File: config.mk
export PLATFORM = sky130hd
export DESIGN_NAME = clock_victim_sel
export DESIGN_NICKNAME = d
export VERILOG_FILES = /design/src/rtl/clock_sel_pkg.sv /design/src/rtl/frame_bits.sv /design/src/rtl/clock_hand_fsm.sv /design/src/rtl/clock_victim_sel.sv
export SDC_FILE = /design/constraint.sdc
export NUM_CORES = 1
export LEC_CHECK = 0
export CORE_MARGIN = 4
export CORE_UTILIZATION = 54
export DETAILED_ROUTE_END_ITERATION = 8
export GPL_TIMING_DRIVEN = 0
export PLACE_DENSITY_LB_ADDON = 0.08
export SYNTH_ARGS = -nofsm -noshare
export SYNTH_HDL_FRONTEND = slang
export SYNTH_SLANG_ARGS = --single-unit
File: constraint.sdc
create_clock -name clk_i -period 5.6 [get_ports clk_i]
set_input_delay 0.84 -clock clk_i [delete_from_list [all_inputs] [get_ports clk_i]]
set_output_delay 0.84 -clock clk_i [all_outputs]
set_load 0.03 [all_outputs]
File: src/rtl/clock_sel_pkg.sv
package clock_sel_pkg;
  typedef enum logic {
    ST_IDLE = 1'b0,
    ST_SCAN = 1'b1
  } scan_state_e;
endpackage

File: src/rtl/frame_bits.sv
module frame_bits #(
  parameter int unsigned NUM_FRAMES = 8,
  localparam int unsigned IDX_W = $clog2(NUM_FRAMES)
) (
  input  logic                  clk_i,
  input  logic                  rst_ni,
  input  logic                  ref_valid_i,
  input  logic [IDX_W-1:0]      ref_idx_i,
  input  logic                  load_valid_i,
  input  logic [IDX_W-1:0]      load_idx_i,
  input  logic [NUM_FRAMES-1:0] lock_set_i,
  input  logic [NUM_FRAMES-1:0] lock_clr_i,
  input  logic                  clr_valid_i,
  input  logic [IDX_W-1:0]      clr_idx_i,
  output logic [NUM_FRAMES-1:0] use_o,
  output logic [NUM_FRAMES-1:0] lock_o
);

  for (genvar f = 0; f < NUM_FRAMES; f++) begin : g_frame
    logic use_bit, lock_bit, touch, wipe;

    // reference and load both mark the frame; either beats the sweep clear
    assign touch = (ref_valid_i  && (ref_idx_i  == IDX_W'(f))) ||
                   (load_valid_i && (load_idx_i == IDX_W'(f)));
    assign wipe  = clr_valid_i && (clr_idx_i == IDX_W'(f));

    always_ff @(posedge clk_i or negedge rst_ni) begin
      if (!rst_ni) begin
        use_bit  <= 1'b0;
        lock_bit <= 1'b0;
      end else begin
        if (touch)     use_bit <= 1'b1;
        else if (wipe) use_bit <= 1'b0;
        if (lock_set_i[f])      lock_bit <= 1'b1;
        else if (lock_clr_i[f]) lock_bit <= 1'b0;
      end
    end

    assign use_o[f]  = use_bit;
    assign lock_o[f] = lock_bit;
  end

endmodule

File: src/rtl/clock_hand_fsm.sv
module clock_hand_fsm
  import clock_sel_pkg::*;
#(
  parameter int unsigned NUM_FRAMES = 8,
  localparam int unsigned IDX_W = $clog2(NUM_FRAMES)
) (
  input  logic                  clk_i,
  input  logic                  rst_ni,
  input  logic                  req_i,
  input  logic [NUM_FRAMES-1:0] use_i,
  input  logic [NUM_FRAMES-1:0] lock_i,
  output logic                  clr_valid_o,
  output logic [IDX_W-1:0]      clr_idx_o,
  output logic [IDX_W-1:0]      hand_o,
  output logic                  busy_o,
  output logic                  done_o,
  output logic                  err_o,
  output logic [IDX_W-1:0]      victim_o
);

  localparam logic [IDX_W-1:0] SKIP_LAST = IDX_W'(NUM_FRAMES - 1);

  scan_state_e      state_q, state_d;
  logic [IDX_W-1:0] hand_q, hand_d;
  logic [IDX_W-1:0] skip_q, skip_d;   // consecutive locked frames seen
  logic [IDX_W-1:0] victim_q, victim_d;
  logic             done_q, done_d, err_q, err_d;
  logic             scanning, cur_lock, cur_use;

  assign scanning = (state_q == ST_SCAN);
  assign cur_lock = lock_i[hand_q];
  assign cur_use  = use_i[hand_q];

  assign clr_valid_o = scanning && !cur_lock && cur_use;
  assign clr_idx_o   = hand_q;

  always_comb begin
    state_d  = state_q;
    hand_d   = hand_q;
    skip_d   = skip_q;
    victim_d = victim_q;
    done_d   = 1'b0;
    err_d    = 1'b0;
    unique case (state_q)
      ST_IDLE: begin
        if (req_i) begin
          state_d = ST_SCAN;
          skip_d  = '0;
        end
      end
      ST_SCAN: begin
        hand_d = hand_q + IDX_W'(1);
        if (cur_lock) begin
          if (skip_q == SKIP_LAST) begin
            err_d   = 1'b1;
            state_d = ST_IDLE;
            skip_d  = '0;
          end else begin
            skip_d = skip_q + IDX_W'(1);
          end
        end else if (cur_use) begin
          skip_d = '0;
        end else begin
          done_d   = 1'b1;
          victim_d = hand_q;
          state_d  = ST_IDLE;
          skip_d   = '0;
        end
      end
      default: state_d = ST_IDLE;
    endcase
  end

  always_ff @(posedge clk_i or negedge rst_ni) begin
    if (!rst_ni) begin
      state_q  <= ST_IDLE;
      hand_q   <= '0;
      skip_q   <= '0;
      victim_q <= '0;
      done_q   <= 1'b0;
      err_q    <= 1'b0;
    end else begin
      state_q  <= state_d;
      hand_q   <= hand_d;
      skip_q   <= skip_d;
      victim_q <= victim_d;
      done_q   <= done_d;
      err_q    <= err_d;
    end
  end

  assign hand_o   = hand_q;
  assign busy_o   = scanning;
  assign done_o   = done_q;
  assign err_o    = err_q;
  assign victim_o = victim_q;

endmodule

File: src/rtl/clock_victim_sel.sv
module clock_victim_sel #(
  parameter int unsigned NUM_FRAMES = 8,
  localparam int unsigned IDX_W = $clog2(NUM_FRAMES)
) (
  input  logic                  clk_i,
  input  logic                  rst_ni,
  input  logic                  ref_valid_i,
  input  logic [IDX_W-1:0]      ref_idx_i,
  input  logic                  load_valid_i,
  input  logic [IDX_W-1:0]      load_idx_i,
  input  logic [NUM_FRAMES-1:0] lock_set_i,
  input  logic [NUM_FRAMES-1:0] lock_clr_i,
  input  logic                  req_i,
  output logic                  busy_o,
  output logic                  done_o,
  output logic                  err_o,
  output logic [IDX_W-1:0]      victim_o
);

  logic [NUM_FRAMES-1:0] use_q, lock_q;
  logic [IDX_W-1:0]      hand_q, clr_idx;
  logic                  clr_valid;

  frame_bits #(.NUM_FRAMES(NUM_FRAMES)) u_bits (
    .clk_i        (clk_i),
    .rst_ni       (rst_ni),
    .ref_valid_i  (ref_valid_i),
    .ref_idx_i    (ref_idx_i),
    .load_valid_i (load_valid_i),
    .load_idx_i   (load_idx_i),
    .lock_set_i   (lock_set_i),
    .lock_clr_i   (lock_clr_i),
    .clr_valid_i  (clr_valid),
    .clr_idx_i    (clr_idx),
    .use_o        (use_q),
    .lock_o       (lock_q)
  );

  clock_hand_fsm #(.NUM_FRAMES(NUM_FRAMES)) u_hand (
    .clk_i       (clk_i),
    .rst_ni      (rst_ni),
    .req_i       (req_i),
    .use_i       (use_q),
    .lock_i      (lock_q),
    .clr_valid_o (clr_valid),
    .clr_idx_o   (clr_idx),
    .hand_o      (hand_q),
    .busy_o      (busy_o),
    .done_o      (done_o),
    .err_o       (err_o),
    .victim_o    (victim_o)
  );

endmodule

==> flow_summary.ini, run 1 <==
[timing]
rsz0062_at_grt = no
tightest_slew_ns = 1.22
clock.fmax_mhz = 450
slew_viol_final = 0
setup_violations = 0
fin_crit_ns = 2.22
finalCritPeriodShare_pct = 39.7
clock-skew-final_ns = 0.00437
hold_viol = 0
maxSlewHeadroom_pct = 18.5
finalSetupTns_ns = 0

[die]
core_area_mm2 = 0.00273
die-area_mm2 = 0.00376
initial_utilization_pct = 56.1
io_pins = 33
std_cell_rows = 19
dieWidth_um = 61.3
die_h_um = 61.3

[yosys]
synth_top_area_share_pct = 45.7
synth_cell_types = 30
ys_warn_count = 0
synthCells = 147
synth.area.top_cells = dfrtp_1, ha_1, inv_1
synthArstFlopShare_pct = 100
ys_seq_area_share_pct = 45.7
netlist_area_mm2 = 0.00153
syn_avg_cell_area_um2 = 10.4
ys_ff_latch = 28
yosys.area.top_type = dfrtp_1
synthFlopType = dfrtp_1
synth_enable_flop_cells = 0
synth_fp_nets = 182

[drt]
drc = 0
dr.pass1.iters = 4
drt_iter0_markers = 49
vias = 1200
viasPerCell = 5.63
ant_nets = 0
post_drt_wl_per_cell_um = 14.6
postRouteWirelength_um = 3100

[critical_path]
worst-setup-path-type = reg -> out
crit_slowest_cell = clkdlybuf4s50_1
worstSetupStartpointType = register
cp-end-kind = primary output
path_buf_inv = 1
crit_chain = clkdlybuf4s50_1
crit_arrival_ns = 1.38
cpLargestDelayFamily = buffers and inverters
cp_max_fo = 2
cpPeakStageDelay_ns = 0.69
cp.required_ns = 4.76

[power_and_ir_drop]
vdd_drop_max_mv = 0.322
design_power_total_mw = 0.849
leakage_nw = 0.861
powerDensity_mw_per_mm2 = 443

[global_route]
grt_pass1_vias = 1153
antenna_found_initial = 0
grt_pass1_wl_um = 5080
grt_max_degree = 29
grtUsageTotal_pct = 18.5
grt_overflow = 0

[clocking]
h-tree-depth = 1
cts_setup_buffers = 0
cts_resized = 0
cts.clk_slew.worst_paths_ns = 0.13
clock_latency_ns = 0.32
clk_path_buf_depth = 2
cts_tree = yes
cts_buffers = 3
cts_hold_buf = 0
root_buffer = clkbuf_4
cts_sinks = 28

[placed_design]
portBuffers = 32
gp_congestion = 0.868
hpwlAfterDp_um = 2440

[layout]
fillCellCount = 224
diodes = 0
layout-drive-gt1-share_pct = 5.49
area_growth_pct = 24.9
finalNetCount = 219

[run]
maxCapViolCount = 0

[outcome]
status = completed

[worst_hold_path]
hp-class = reg -> reg
-- final cells by class --
| cell class | instances | area, um2 | share of cell area (%) |
|---|---|---|---|
| inverter | 22 | 82.6 | 4.31 |
| sequential | 28 | 701 | 36.6 |
| tap | 31 | 38.8 | 2.02 |
| timing repair buffer | 32 | 320 | 16.7 |
| buffer | 6 | 25.0 | 1.31 |
| clock buffer | 3 | 22.5 | 1.18 |
| multi-input combinational | 91 | 726 | 37.9 |
-- metrics by stage --
step / worst slack, ns / hold slack [ns] / util [%] / area [um2] / instances
floorplan: 3.57 / 0.442 / - / 1530 / 147
global placement: 3.30 / 0.459 / 69.2 / 1890 / 210
detailed placement: 3.26 / 0.469 / 69.2 / 1890 / 210
CTS: 3.35 / 0.499 / 70.1 / 1920 / 213
global route: 3.17 / 0.522 / 70.1 / 1920 / 213
finish: 3.38 / 0.493 / 70.1 / 1920 / 213
-- power by group --
group	switching [mW]	internal (mW)	total, mW	leakage, nW
clock	0.0553	0.0252	0.0805	0.0138
combinational	0.250	0.202	0.452	0.538
sequential	0.0446	0.272	0.316	0.310
-- routing by layer --
metal  track usage (%)  routed length, um
met2              31.1               1510
met5                 0                  0
met1              23.7               1400
met3              3.14                138
met4              7.12                 44
-- layout by cell type (no fill, tap or decap), types with 2 or more instances in the layout --
cell type and n:
a2111oi_0 5, a211oi_1 4, a21o_1 8, a21oi_1 2
a22o_1 3, a22oi_1 4, a2bb2oi_1 2, a32oi_1 3
and2_1 2, buf_2 2, clkbuf_1 4, clkbuf_4 3
clkdlybuf4s50_1 32, dfrtp_1 28, ha_1 8, inv_1 21
mux2_1 3, mux2i_1 4, mux4_2 3, nand2_1 5
nand3_1 6, nor2_1 7, nor2b_1 8, o211ai_1 2
o21ai_1 6
-- cell usage after synthesis, types with 4 or more instances --
library cell  number
dfrtp_1           28
inv_1             21
a21o_1             8
ha_1               8
nor2b_1            8
nor2_1             7
nand3_1            6
o21ai_1            6
a2111oi_0          5
nand2_1            5
a211oi_1           4
a22oi_1            4
clkbuf_1           4
mux2i_1            4
-- worst paths after layout --
check | cells after the start | endpoint | slack, ns | startpoint
min in group asynchronous | 1 | u_bits.g_frame[4].use_bit$_DFFE_PN0P_ | 1.14 | rst_ni
max in group asynchronous | 1 | u_hand.victim_o[0]$_DFFE_PN0P_ | 3.74 | rst_ni
setup reg to reg | 5 | u_hand.victim_o[1]$_DFFE_PN0P_ | 3.39 | u_hand.clr_idx_o[1]$_DFFE_PN0P_
hold / removal | 1 | u_bits.g_frame[0].lock_bit$_DFFE_PN0P_ | 0.49 | u_bits.g_frame[0].lock_bit$_DFFE_PN0P_
hold reg to reg | 1 | u_bits.g_frame[0].lock_bit$_DFFE_PN0P_ | 0.49 | u_bits.g_frame[0].lock_bit$_DFFE_PN0P_
setup / recovery | 1 | victim_o[0] | 3.38 | u_hand.victim_o[0]$_DFFE_PN0P_
-- cells by family after synthesis --
group,share of synthesized area (%)
AOI/OAI and AO/OA,20.5
xor gates and xnor gates,0.571
adders and majority gates,6.53
buffers and inverters,7.01
DFF,45.7
muxes,9.95
and+or+nand+nor,9.79
-- registers in the layout, indices dropped and copies added (netlist names) --
signal	count
u_hand.done_o	1
u_hand.clr_idx_o	3
u_hand.victim_o	3
u_hand.busy_o	1
u_bits.g_frame.lock_bit	8
u_hand.err_o	1
u_bits.g_frame.use_bit	8
u_hand.skip_q	3
(Power assumes the default switching activity.)
==> run 2, diff against run 1 <==
--- a/config.mk
+++ b/config.mk
@@ -6,7 +6,7 @@
 export NUM_CORES = 1
 export LEC_CHECK = 0
 export CORE_MARGIN = 4
-export CORE_UTILIZATION = 54
+export CORE_UTILIZATION = 50
 export DETAILED_ROUTE_END_ITERATION = 8
 export GPL_TIMING_DRIVEN = 0
 export PLACE_DENSITY_LB_ADDON = 0.08
==> constraint.sdc (replaced) <==
create_clock -name clk_i -period 2.11 [get_ports clk_i]
set_input_delay 0.3165 -clock clk_i [delete_from_list [all_inputs] [get_ports clk_i]]
set_output_delay 0.3165 -clock clk_i [all_outputs]
set_load 0.03 [all_outputs]
==> run 2 against run 1 <==
Compared with the run above:
- sequential power rose to 2.7 times the previous value
- setup slack got worse by 3.3 ns
- count of clock-buffer cells in the layout did not move
- critical path depth rose by 4
- largest cell class unchanged
- highest routed layer unchanged
==> flow_summary.ini, run 2 (same netlist as run 1, synthesis figures left out) <==
[outcome]
status = completed

[placed_design]
dp_slack_ns = -0.0952
gp_congestion = 0.938
portBuffers = 32
placed_area_mm2 = 0.00189
hpwlAfterDp_um = 2640

[clocking]
cts.clk_slew.worst_paths_ns = 0.14
cts_buffers = 3
cts_tree = yes
clock_latency_ns = 0.33
cts_sinks = 28
root_buffer = clkbuf_4
h-tree-depth = 1
clk_path_buf_depth = 2

[critical_path]
rr_endpoint = u_hand.victim_o[1]$_DFFE_PN0P_
worst-setup-path-type = reg -> reg
cp_max_fo = 7
cpPeakStageDelay_ns = 0.52
regToRegStartpoint = u_hand.clr_idx_o[1]$_DFFE_PN0P_
crit_arrival_ns = 2.26
cp-end-kind = register
path_buf_inv = 1
cpLargestDelayFamily = multiplexers
r2r.worst_path.cells = 5
crit_chain = buf_6, mux4_2, mux2_2, a211oi_4, mux2_1
cp.required_ns = 2.34
crit_slowest_cell = mux4_2
worstSetupStartpointType = register
r2r_setup_slack_ns = 0.08

[layout]
reg_top3 = u_bits.g_frame.lock_bit (8), u_bits.g_frame.use_bit (8)
layout-drive-gt1-share_pct = 12.3
layout_commonest_cell = clkdlybuf4s50_1
design_area_mm2 = 0.00199
diodes = 0
area_growth_pct = 29.9
finalNetCount = 224
layout_common_cells = clkdlybuf4s50_1, dfrtp_1, inv_1

[timing]
slew_viol_final = 0
finalSetupTns_ns = 0
tightest_slew_ns = 0.605
clock-skew-final_ns = 0.00929
maxSlewHeadroom_pct = 58.5
setup_violations = 0
setup_slack_ns = 0.0775
hold_viol = 0
clock.fmax_mhz = 492
fin_crit_ns = 2.03
finalCritPeriodShare_pct = 96.3

[drt]
dr.pass1.iters = 5
postRouteWirelength_um = 3560
drc = 0
drt_iter0_markers = 63
post_drt_wl_per_cell_um = 16.3
vias = 1225
viasPerCell = 5.62
ant_nets = 0

[power_and_ir_drop]
p_switching_mw = 1.03
p_sw_share_pct = 42.3
powerDensity_mw_per_mm2 = 1220
vdd_drop_max_mv = 0.816
seq_power_share_pct = 34.6
p_comb_share_pct = 56.3
leakage_nw = 0.896
p_clk_share_pct = 9.1
design_power_total_mw = 2.44
p_int_mw = 1.41

[worst_hold_path]
hold_start = u_bits.g_frame[7].lock_bit$_DFFE_PN0P_
hp-class = reg -> reg
min_path_cells = 1
min_to = u_bits.g_frame[7].lock_bit$_DFFE_PN0P_

[global_route]
grt_pass1_vias = 1311
grt_max_degree = 29
grt_overflow = 0
use_met2_pct = 30.5
use_met3_pct = 3.73
grtUsageTotal_pct = 18.7
antenna_found_initial = 0
use_met1_pct = 25.1
grt_pass1_wl_um = 6070
grt.busiest_layer = met2

[die]
die_h_um = 63.4
std_cell_rows = 19
core_area_mm2 = 0.00285
initial_utilization_pct = 53.8
die-area_mm2 = 0.00402
io_pins = 33
dieWidth_um = 63.4

[run]
maxCapViolCount = 0
run 2: changes by cell type in the layout (fill, tap and decap cells not counted), moves of 2 or more:
cell / before / now
clkbuf_2: 0 / 2
buf_4: 0 / 4
a2111oi_0: 5 / 1
clkbuf_1: 4 / 1
a2111oi_2: 0 / 3
run 2: per-layer routing:
| layer | wire length (um) | vias up |
|---|---|---|
| li1 | - | 598 |
| met1 | 1600 | 587 |
| met2 | 1760 | 35 |
| met3 | 140 | 5 |
| met4 | 58 | 0 |
| met5 | 0 | - |
run 2: worst reg2reg max path: cells and delay by family (launching register included):
kind	cells	cell delay [ns]
compound gates	1	0.23
buf+inv	1	0.14
flops	1	0.39
mux	3	1.17
run 2: how the worst max path moves through the flow:
stage / start / endpoint / depth (start not counted)
4_1_cts: u_hand.clr_idx_o[0]$_DFFE_PN0P_ / u_bits.g_frame[7].use_bit$_DFFE_PN0P_ / 6
3_5_place_dp: u_hand.clr_idx_o[1]$_DFFE_PN0P_ / u_hand.victim_o[0]$_DFFE_PN0P_ / 5
6_report: u_hand.clr_idx_o[1]$_DFFE_PN0P_ / u_hand.victim_o[1]$_DFFE_PN0P_ / 5
5_1_grt: u_hand.clr_idx_o[0]$_DFFE_PN0P_ / u_bits.g_frame[4].use_bit$_DFFE_PN0P_ / 6
3_3_place_gp: u_hand.clr_idx_o[1]$_DFFE_PN0P_ / u_hand.victim_o[1]$_DFFE_PN0P_ / 5
2_1_floorplan: u_hand.clr_idx_o[1]$_DFFE_PN0P_ / u_hand.victim_o[0]$_DFFE_PN0P_ / 5
run 2: final cells by class:
cell class / count / area (um2)
Buffer: 6 / 37.5
Clock buffer: 3 / 22.5
Fill cell: 229 / 861
Inverter: 22 / 86.3
Multi-Input combinational cell: 91 / 751
Sequential cell: 28 / 701
Tap cell: 31 / 38.8
Timing Repair Buffer: 37 / 355
run 2: through the flow:
step | instances | hold WS [ns] | util, %
2_1_floorplan | 147 | 0.0209 | -
3_3_place_gp | 210 | 0.455 | 66.4
3_5_place_dp | 210 | 0.473 | 66.4
4_1_cts | 215 | 0.506 | 68.0
5_1_grt | 218 | 0.515 | 69.8
6_report | 218 | 0.496 | 69.8
run 2: repair_timing:
item | CTS | global route
endpoints found under the setup margin | 5 | 16
pin swaps | 1 | 1
hold buffers | 0 | 1
resized for setup | 5 | 14
gates cloned | 0 | 0
hold endpoints to repair | 0 | 9
setup buffers | 2 | 2
run 2: power by group through the flow:
stage	registers (mW)	clock network (mW)	logic, mW
floorplan	0.907	0	0.782
global placement	0.841	0	1.16
detailed placement	0.856	0	1.21
CTS	0.843	0.227	1.27
global route	0.868	0.263	1.52
finish	0.844	0.221	1.37
==> run 3, diff against run 2 <==
==> constraint.sdc (replaced) <==
create_clock -name clk_i -period 2.11 [get_ports clk_i]
set_input_delay 0.211 -clock clk_i [delete_from_list [all_inputs] [get_ports clk_i]]
set_output_delay 0.211 -clock clk_i [all_outputs]
set_load 0.03 [all_outputs]
==> results of run 3 <==
Same layout as run 2 (identical final DEF). Status: completed.
Among the figures that moved: clock-pin slew on the worst setup and hold paths 0.14 ns -> 0.15 ns; hold slack 0.496 ns -> 0.402 ns
